--- config.mk ---
export PLATFORM = sky130hd
export DESIGN_NAME = sof_frame_tracker
export DESIGN_NICKNAME = d
export VERILOG_FILES = /design/src/rtl/sof_trk_pkg.sv /design/src/rtl/sof_len_decode.sv /design/src/rtl/sof_frame_counter.sv /design/src/rtl/sof_frame_fsm.sv /design/src/rtl/sof_frame_tracker.sv
export SDC_FILE = /design/constraint.sdc
export NUM_CORES = 1
export LEC_CHECK = 0
export ABC_AREA = 0
export BUFFER_PORTS_ARGS = -buffer_cell sky130_fd_sc_hd__buf_2
export CAP_MARGIN = 15
export CELL_PAD_IN_SITES_DETAIL_PLACEMENT = 0
export CELL_PAD_IN_SITES_GLOBAL_PLACEMENT = 2
export CORE_ASPECT_RATIO = 0.6
export CORE_UTILIZATION = 19
export CTS_CLUSTER_DIAMETER = 200
export DETAILED_ROUTE_END_ITERATION = 12
export PLACE_DENSITY_LB_ADDON = 0.1
export SETUP_SLACK_MARGIN = 0.2
export SLEW_MARGIN = 30
export SYNTH_ARGS = -nofsm -noshare
export SYNTH_HDL_FRONTEND = slang
export SYNTH_SLANG_ARGS = --single-unit
export TNS_END_PERCENT = 100
--- constraint.sdc ---
create_clock -name clk -period 1.2 [get_ports clk]
set_input_delay 0.06 -clock clk [delete_from_list [all_inputs] [get_ports clk]]
set_output_delay 0.06 -clock clk [all_outputs]
set_load 0.1 [all_outputs]
--- src/rtl/sof_trk_pkg.sv ---
// Package: shared types for the start-of-frame tracker.
// Assumes nothing beyond a two-state tracking machine.
package sof_trk_pkg;
    typedef enum logic [0:0] {
        TRK_AWAIT_INIT = 1'b0,
        TRK_IN_FRAME   = 1'b1
    } trk_state_e;
endpackage

--- src/rtl/sof_len_decode.sv ---
// Module: turns an initialization byte into the number of bytes that
// follow it in the frame, minus one (the counter's load value).
// Assumes the length code is in the low SIZE_BITS bits and means
// payload bytes minus one; upper bits are ignored.
module sof_len_decode #(
    parameter int SIZE_BITS   = 3,
    parameter int EXTRA_BYTES = 3,
    parameter int CNT_W       = 4
) (
    input  logic [7:0]       init_byte,
    output logic [CNT_W-1:0] load_val
);
    logic [SIZE_BITS-1:0] len_code;

    // Extract the length code from the low bits only.
    always_comb begin
        len_code = init_byte[SIZE_BITS-1:0];
    end

    // Remaining bytes = code + 1 + EXTRA; the counter ends at zero, so load remaining - 1.
    always_comb begin
        load_val = CNT_W'(len_code) + CNT_W'(EXTRA_BYTES);
    end
endmodule

--- src/rtl/sof_frame_counter.sv ---
// Module: down-counter of bytes left in the current frame.
// Assumes load and dec never both high; load wins if they are.
module sof_frame_counter #(
    parameter int CNT_W = 4
) (
    input  logic             clk,
    input  logic             rst_n,
    input  logic             load,
    input  logic [CNT_W-1:0] load_val,
    input  logic             dec,
    output logic             at_zero
);
    logic [CNT_W-1:0] remaining;

    // Hold, load or decrement the remaining-byte count.
    always_ff @(posedge clk) begin
        if (!rst_n) begin
            remaining <= '0;
        end else if (load) begin
            remaining <= load_val;
        end else if (dec && remaining != '0) begin
            remaining <= remaining - 1'b1;
        end
    end

    // Flag the last counted byte of the frame.
    always_comb begin
        at_zero = (remaining == '0);
    end
endmodule

--- src/rtl/sof_frame_fsm.sv ---
// Module: tracking state machine; waits for an initialization byte,
// then counts body bytes until the counter reaches zero.
// Assumes accept is the completed handshake; clear outranks counting.
module sof_frame_fsm
    import sof_trk_pkg::*;
(
    input  logic clk,
    input  logic rst_n,
    input  logic accept,
    input  logic clear,
    input  logic cnt_zero,
    output logic cnt_load,
    output logic cnt_dec,
    output logic flag_sof
);
    trk_state_e state_q, state_d;

    // Next-state and counter controls.
    always_comb begin
        state_d  = state_q;
        cnt_load = 1'b0;
        cnt_dec  = 1'b0;
        unique case (state_q)
            TRK_AWAIT_INIT: begin
                if (accept) begin
                    cnt_load = 1'b1;
                    state_d  = TRK_IN_FRAME;
                end
            end
            TRK_IN_FRAME: begin
                if (accept) begin
                    if (cnt_zero) state_d = TRK_AWAIT_INIT;
                    else          cnt_dec = 1'b1;
                end
            end
            default: state_d = TRK_AWAIT_INIT;
        endcase
        if (clear) state_d = TRK_AWAIT_INIT;
    end

    // State register; reset lands in the wait-for-init state.
    always_ff @(posedge clk) begin
        if (!rst_n) state_q <= TRK_AWAIT_INIT;
        else        state_q <= state_d;
    end

    // The presented byte is a frame start while waiting for an init byte.
    always_comb begin
        flag_sof = (state_q == TRK_AWAIT_INIT);
    end
endmodule

--- src/rtl/sof_frame_tracker.sv ---
// Module (top): flags each byte on the UART-to-daisy-chain path with a
// start-of-frame bit derived from the init byte's length code.
// Assumes comm_clear is synchronous to clk; the handshake passes through.
module sof_frame_tracker #(
    parameter int SIZE_BITS   = 3,
    parameter int EXTRA_BYTES = 3
) (
    input  logic       clk,
    input  logic       rst_n,
    input  logic       comm_clear,
    input  logic       in_valid,
    input  logic [7:0] in_data,
    output logic       in_ready,
    output logic       out_valid,
    output logic [7:0] out_data,
    output logic       out_sof,
    input  logic       out_ready
);
    localparam int MAX_REM = (1 << SIZE_BITS) + EXTRA_BYTES;
    localparam int CNT_W   = $clog2(MAX_REM + 1);

    logic             accept;
    logic             cnt_load;
    logic             cnt_dec;
    logic             cnt_zero;
    logic [CNT_W-1:0] load_val;

    // Straight-through data and handshake.
    always_comb begin
        in_ready  = out_ready;
        out_valid = in_valid;
        out_data  = in_data;
        accept    = in_valid && out_ready;
    end

    sof_len_decode #(
        .SIZE_BITS  (SIZE_BITS),
        .EXTRA_BYTES(EXTRA_BYTES),
        .CNT_W      (CNT_W)
    ) u_dec (
        .init_byte(in_data),
        .load_val (load_val)
    );

    sof_frame_counter #(
        .CNT_W(CNT_W)
    ) u_cnt (
        .clk     (clk),
        .rst_n   (rst_n),
        .load    (cnt_load),
        .load_val(load_val),
        .dec     (cnt_dec),
        .at_zero (cnt_zero)
    );

    sof_frame_fsm u_fsm (
        .clk     (clk),
        .rst_n   (rst_n),
        .accept  (accept),
        .clear   (comm_clear),
        .cnt_zero(cnt_zero),
        .cnt_load(cnt_load),
        .cnt_dec (cnt_dec),
        .flag_sof(out_sof)
    );
endmodule

==> results of run 1 <==
## worst max-delay path, delay by kind of cell, from the launching register on
family	cells	cell delay (ps)
and+or+nand+nor	1	510
muxes	1	280
DFF	1	320
AOI/OAI and AO/OA	1	130
## worst paths after layout
| kind | endpoint | slack, ps | depth (start not counted) |
|---|---|---|---|
| worst max-delay path | u_cnt.remaining[3]$_SDFFE_PN0P_ | -100 | 3 |
| worst min register to register | u_cnt.remaining[3]$_SDFFE_PN0P_ | 580 | 2 |
| worst min-delay path | out_data[5] | 120 | 0 |
| worst max register to register | u_cnt.remaining[3]$_SDFFE_PN0P_ | -100 | 3 |
## cell families (layout without fill, tap and decap cells)
kind of cell / count (synthesis) / in the layout
adders and majority gates: 3 / 3
DFF: 5 / 5
buffers and inverters: 15 / 30
muxes: 3 / 3
xor gates and xnor gates: 2 / 2
AOI/OAI and AO/OA: 9 / 9
and+or+nand+nor: 12 / 12
## power by group
group / switching (mW) / internal, mW
clock: 0.0819 / 0.228
combinational: 0.148 / 0.0965
sequential: 0.0120 / 0.178
total: 0.242 / 0.503
## registers in the layout, indices dropped and copies added, names as in the netlist
register and cells:
u_fsm.state_q 1, u_cnt.remaining 4
## synthesized netlist by cell type, drive strengths merged, types with 2 or more instances
| library cell | count |
|---|---|
| buf | 10 |
| dfxtp | 5 |
| ha | 3 |
| inv | 5 |
| mux2i | 2 |
| nand2 | 2 |
| o21ai | 3 |
| o22ai | 2 |
## cell type report
cell class	count	area, µm²
multi-input cells	29	275
repair buffers	21	150
clock buffers	4	45.0
flip-flops and latches	5	106
inverters	5	22.5
well taps	28	35.0
fillers	209	1330
## timing repair
action                     in CTS  in global routing
setup endpoints to repair       5                  6
gates cloned                    0                  0
hold endpoints to repair        1                  0
hold buffers                    1                  0
gates resized for setup         3                 12
buffers inserted                1                  1
pin swaps                       2                  5
## metal layers
metal	vias up	global-route usage (%)
li1	201	-
met1	182	12.8
met2	11	16.7
met3	6	4.46
met4	0	7.56
met5	-	0
## through the flow
stage	setup WS, ps	utilization [%]	power (mW)	area, µm²
CTS	-96.5	29.6	0.733	582
global route	-149	32.3	0.790	634
floorplan	-79.7	-	0.424	430
global placement	-152	25.8	0.404	508
finish	-102	32.3	0.744	634
detailed placement	-148	25.8	0.402	508
==> summary.md, run 1 <==
| Metric | Value |
|---|---|
| Outcome | finished with violations |
| CP peak stage delay | a little over 500 ps |
| Setup tns final | -163 ps |
| Syn. warnings | 0 |
| DPL Wire Length | around 900 µm |
| Slew HR | about two thirds |
| Crit path required time | between 1000 and 1500 ps |
| Hold path start | in_data[5] |
| Area share of the largest cell type after synthesis | 23.7% |
| Chip Width | around 63 µm |
| WL/cell | 13.0 µm |
| Most frequent cells in the layout | buf_2, buf_4, clkbuf_8 |
| Routability cong. | 0.788 |
| CP startpoint kind | flop |
| I/O Pins | 24 |
| Mux cell area share after synthesis | about 7.4% |
| Clock root cell | clkbuf_8 |
| Slowest cell on crit path | or4_1 |
| Hold_ws | ~120 ps |
| Synth unique cells | 25 |
| Sink Count | 5 |
| Routed met1 length | roughly 560 µm |
| Inserted Clock Buffers | 3 |
| Clk_skew | about 0.57 ps |
| Inserted Diodes | 0 |
| Syn Inst Count | 49 |
| Metal2 WL | 542 µm |
| Post-synth top flop | dfxtp_1 |
| Cell area after synthesis | 423 µm² |
| Max_cap viols | 0 |
| First-pass DRT Iterations | 4 |
| Post-Synth Simple-Gate Area | approximately a fifth |
| Post-synthesis compound-gate area fraction | between 10% and 20% |
| Arrival time worst endpoint | around 1500 ps |
| RSZ-0062 raised after global routing | yes |
| Die area | about 2400 µm² |
| FF-to-FF Start | u_cnt.remaining[1]$_SDFFE_PN0P_ |
| Fmax | between 0.7 and 0.8 GHz |
| Synth async-reset ratio | 0% |
| Largest net degree at the start of global routing | 7 |
| XOR/XNOR share of the synthesized area | under 10% |
| TritonCTS clock tree | built |
| Total grt overflow | 0 |
| Number of global-route vias before repair | about 400 |
| Max Slew Vio Count | 0 |
| Post-synth EDFFs | 0 |
| Die Y | 38.5 µm |
| Endpoints failing hold | 0 |
| Final WS setup | -102 ps |
| Vias | 400 |
| Commonest non-fill, non-tap cell in the layout | buf_2 |
| Layout Nets | 81 |
| Port bufs | 13 |
| Worst slew pin tran | between 400 and 500 ps |
| Dpl cells | 85 |
| Worst-path maximum fanout | 3 |
| Reg clk slew, reported paths | roughly 30 ps |
| #FFs+latches synth | 5 |
| Main combinational cell family by area after synthesis | buffers and inverters |
| Final Setup Violations | 3 |
| Lkg Pwr | roughly 0.28 nW |
| Final std cells w/o fill | slightly above 90 |
| Cell Rows | 12 |
| Maximum clock insertion buffer count | 2 |
| Critical path launch point | u_cnt.remaining[1]$_SDFFE_PN0P_ |
| DRT antenna net count | 0 |
| Pwr Density | 1170 nW/µm² |
| Post-synth top area cell | dfxtp_1 |
| Clk Latency, worst-skew pair | 220 ps |
| Worst VDD drop | about 0.47 mV |
| Initial DRC Count | 5 |
| Initial Util | 21.5% |
| Hold Path Class | input pin to primary output |
| Synthesized Nets | 65 |
| H-tree levels | 1 |
| Gr usage total | between 10% and 20% |
| Crit share post-route | 109% |
| Adder-cell share of the synthesized area | 8.88% |
| Critical path, cell by cell | or4_1 -> mux2_4 -> o22ai_2 |
| Synth top area cells | dfxtp_1, buf_4, ha_1 |
| Post-detailed-route DRC marker count | 0 |
| WL final | ~1200 µm |
| Minimum clock period | 1300 ps |
| Layout cells sized above 1 | around 58% |
| Post-synthesis sequential area ratio | approximately a quarter |
| Top Metal Used | met4 |
| Crit path kind | flop to flop |
| Setup crit end kind | flop |
| First-pass GRT wire length | about 1900 µm |
| Initial antenna violation count | 0 |
| Met3 WL | 62 µm |
| Core ar. | roughly 2000 µm² |
| Vias/cell | between 4 and 5 |
| Syn_area_per_cell | about 8.6 µm² |
| Area delta synth->final | 50.0% |
| Failing checks | setup timing |
(Power assumes the default switching activity.)
==> inputs of run 2 (changes only) <==
SETUP_SLACK_MARGIN = 0.5   (was 0.2)
==> run 2 against run 1 <==
- the flow finishes with violations (hold timing, setup timing)
- worst hold slack worse by 130 ps
- first-iteration DRC count increased to 3.0 times the previous value
- clock power is 3% higher
- non-clock buffer count grew 1
- critical endpoint unchanged
- largest power group unchanged
==> summary.md, run 2 (synthesis results as in run 1) <==
| Metric | Value |
|---|---|
| Outcome | finished with violations |
| Failing checks | hold timing, setup timing |
| Clock root cell | clkbuf_8 |
| GR Util met3 | between 4 and 5% |
| Max reg flops | 4 |
| Gr usage total | 11.3% |
| Slew HR | just under 70% |
| Clk_skew | 3.07 ps |
| I/O Pins | 24 |
| CP startpoint kind | flop |
| First-pass DRT Iterations | 4 |
| Final Setup Violations | 4 |
| Port bufs | 13 |
| Clk Latency, worst-skew pair | ~230 ps |
| Final std cells w/o fill | 93 |
| H-tree levels | 1 |
| TritonCTS clock tree | built |
| Slowest cell on crit path | or4_1 |
| Register Area | about 110 µm² |
| Overall power | 748 µW |
| Crit share post-route | 109% |
| Pwr Density | around 1200 nW/µm² |
| Inserted Clock Buffers | 3 |
| FF-to-FF Start | u_cnt.remaining[1]$_SDFFE_PN0P_ |
| Critical path, cell by cell | or4_1 -> mux2_4 -> o22ai_1 |
| Combinational Power Share | 31.9% |
| Sw power | 247 µW |
| Sink Count | 5 |
| Vias | roughly 400 |
| Cell depth of the worst min-delay path | 2 |
| Layout Nets | 82 |
| Vias/cell | ~4.4 |
| Crit path kind | flop to flop |
| M1 GR Usage | 12.3% |
| Total grt overflow | 0 |
| Critical path launch point | u_cnt.remaining[1]$_SDFFE_PN0P_ |
| Setup tns final | -250 ps |
| Hold path start | comm_clear |
| Number of global-route vias before repair | roughly 430 |
| Core ar. | approximately 2000 µm² |
| Reg power frac | approximately a quarter |
| Busiest layer in global routing | met2 |
| DRT antenna net count | 0 |
| WL/cell | about 13 µm |
| Layout cells sized above 1 | about three fifths |
| Max Slew Vio Count | 0 |
| Dpl cells | 85 |
| R2r setup slk | -110 ps |
| Endpoints failing hold | 1 |
| CP peak stage delay | slightly above 500 ps |
| Final core occ | about a third |
| DPL Wire Length | about 850 µm |
| Int Pwr | approximately 500 µW |
| Initial antenna violation count | 0 |
| Clock power frac | a little over two fifths |
| Worst slew pin tran | around 490 ps |
| Sw Share | 33.0% |
| Lkg Pwr | approximately 0.28 nW |
| Worst VDD drop | ~0.41 mV |
| Final instance area | ~630 µm² |
| DP Area | approximately 500 µm² |
| Commonest non-fill, non-tap cell in the layout | buf_2 |
| WL final | about 1200 µm |
| Fmax | 0.766 GHz |
| Setup crit end kind | flop |
| Hold_ws | -13.8 ps |
| Die area | between 2000 and 2500 µm² |
| Minimum clock period | around 1300 ps |
| Cell Rows | 12 |
| Most frequent cells in the layout | buf_2, buf_4, clkbuf_8, dfxtp_2 |
| Hold EP | u_fsm.state_q$_SDFF_PP0_ |
| Die Y | about 39 µm |
| Largest registers | u_cnt.remaining (4), u_fsm.state_q (1) |
| Inserted Diodes | 0 |
| Hold Path Class | input pin to flop |
| First-pass GRT wire length | between 1500 and 2000 µm |
| Initial Util | a little over a fifth |
| Chip Width | roughly 63 µm |
| R2R depth | 3 |
| Area delta synth->final | 47.9% |
| Worst-path maximum fanout | 3 |
| Initial DRC Count | 15 |
| GRT met2 Usage | roughly 18% |
| Reg clk slew, reported paths | ~40 ps |
| Maximum clock insertion buffer count | 2 |
| FILL cells | 210 |
| Biggest register | u_cnt.remaining |
| Arrival time worst endpoint | around 1500 ps |
| RR Endpoint | u_cnt.remaining[3]$_SDFFE_PN0P_ |
| Multi-input gate area | 264 µm² |
| Final WS setup | -105 ps |
| Crit path required time | approximately 1400 ps |
| Post-detailed-route DRC marker count | 0 |
| RSZ-0062 raised after global routing | yes |
| Largest net degree at the start of global routing | 7 |
| Routability cong. | about 0.76 |
| Max_cap viols | 0 |
==> run 2: worst max-delay path, delay by kind of cell, from the launching register on <==
kind | cells | cell delay (ps)
mux | 1 | 270
compound gates | 1 | 140
simple gates | 1 | 510
flops | 1 | 320
==> run 2: worst max-delay path by stage <==
stage,endpoint
after detailed placement,u_cnt.remaining[0]$_SDFFE_PN0P_
after global routing,u_cnt.remaining[3]$_SDFFE_PN0P_
final,u_cnt.remaining[3]$_SDFFE_PN0P_
after floorplan,u_cnt.remaining[1]$_SDFFE_PN0P_
after CTS,u_cnt.remaining[0]$_SDFFE_PN0P_
after global placement,u_cnt.remaining[3]$_SDFFE_PN0P_
==> run 2: cell type report <==
class | instances | area share, %
multi-input cells | 29 | 42.2
repair buffers | 22 | 24.2
flip-flops and latches | 5 | 17.2
clock buffers | 4 | 7.20
well taps | 28 | 5.60
inverters | 5 | 3.60
==> run 2: power groups by stage <==
stage	Sequential, mW	Combinational (mW)	Clock, mW
2_1_floorplan	0.188	0.236	0
3_3_place_gp	0.191	0.213	0
3_5_place_dp	0.191	0.209	0
4_1_cts	0.188	0.233	0.328
5_1_grt	0.191	0.256	0.344
6_report	0.189	0.239	0.320
==> run 2: timing repair <==
action | CTS | global route
buffers inserted | 2 | 2
pin swaps | 5 | 3
hold endpoints to repair | 1 | 1
setup endpoints to repair | 6 | 6
gates resized for setup | 10 | 2
==> run 2: per-layer routing <==
layer | part of all wire, % | up-vias
li1 | - | 205
met1 | 47 | 186
met2 | 43 | 10
met3 | 5.1 | 11
met4 | 4.7 | 0
met5 | 0 | -
==> run 2: metrics by stage <==
step                      hold slack (ps)  setup slack [ps]
after floorplan                       126             -79.7
after global placement                121              -149
after detailed placement              121              -142
after CTS                           -11.5             -99.9
after global routing                -14.4              -149
final                               -13.8              -105
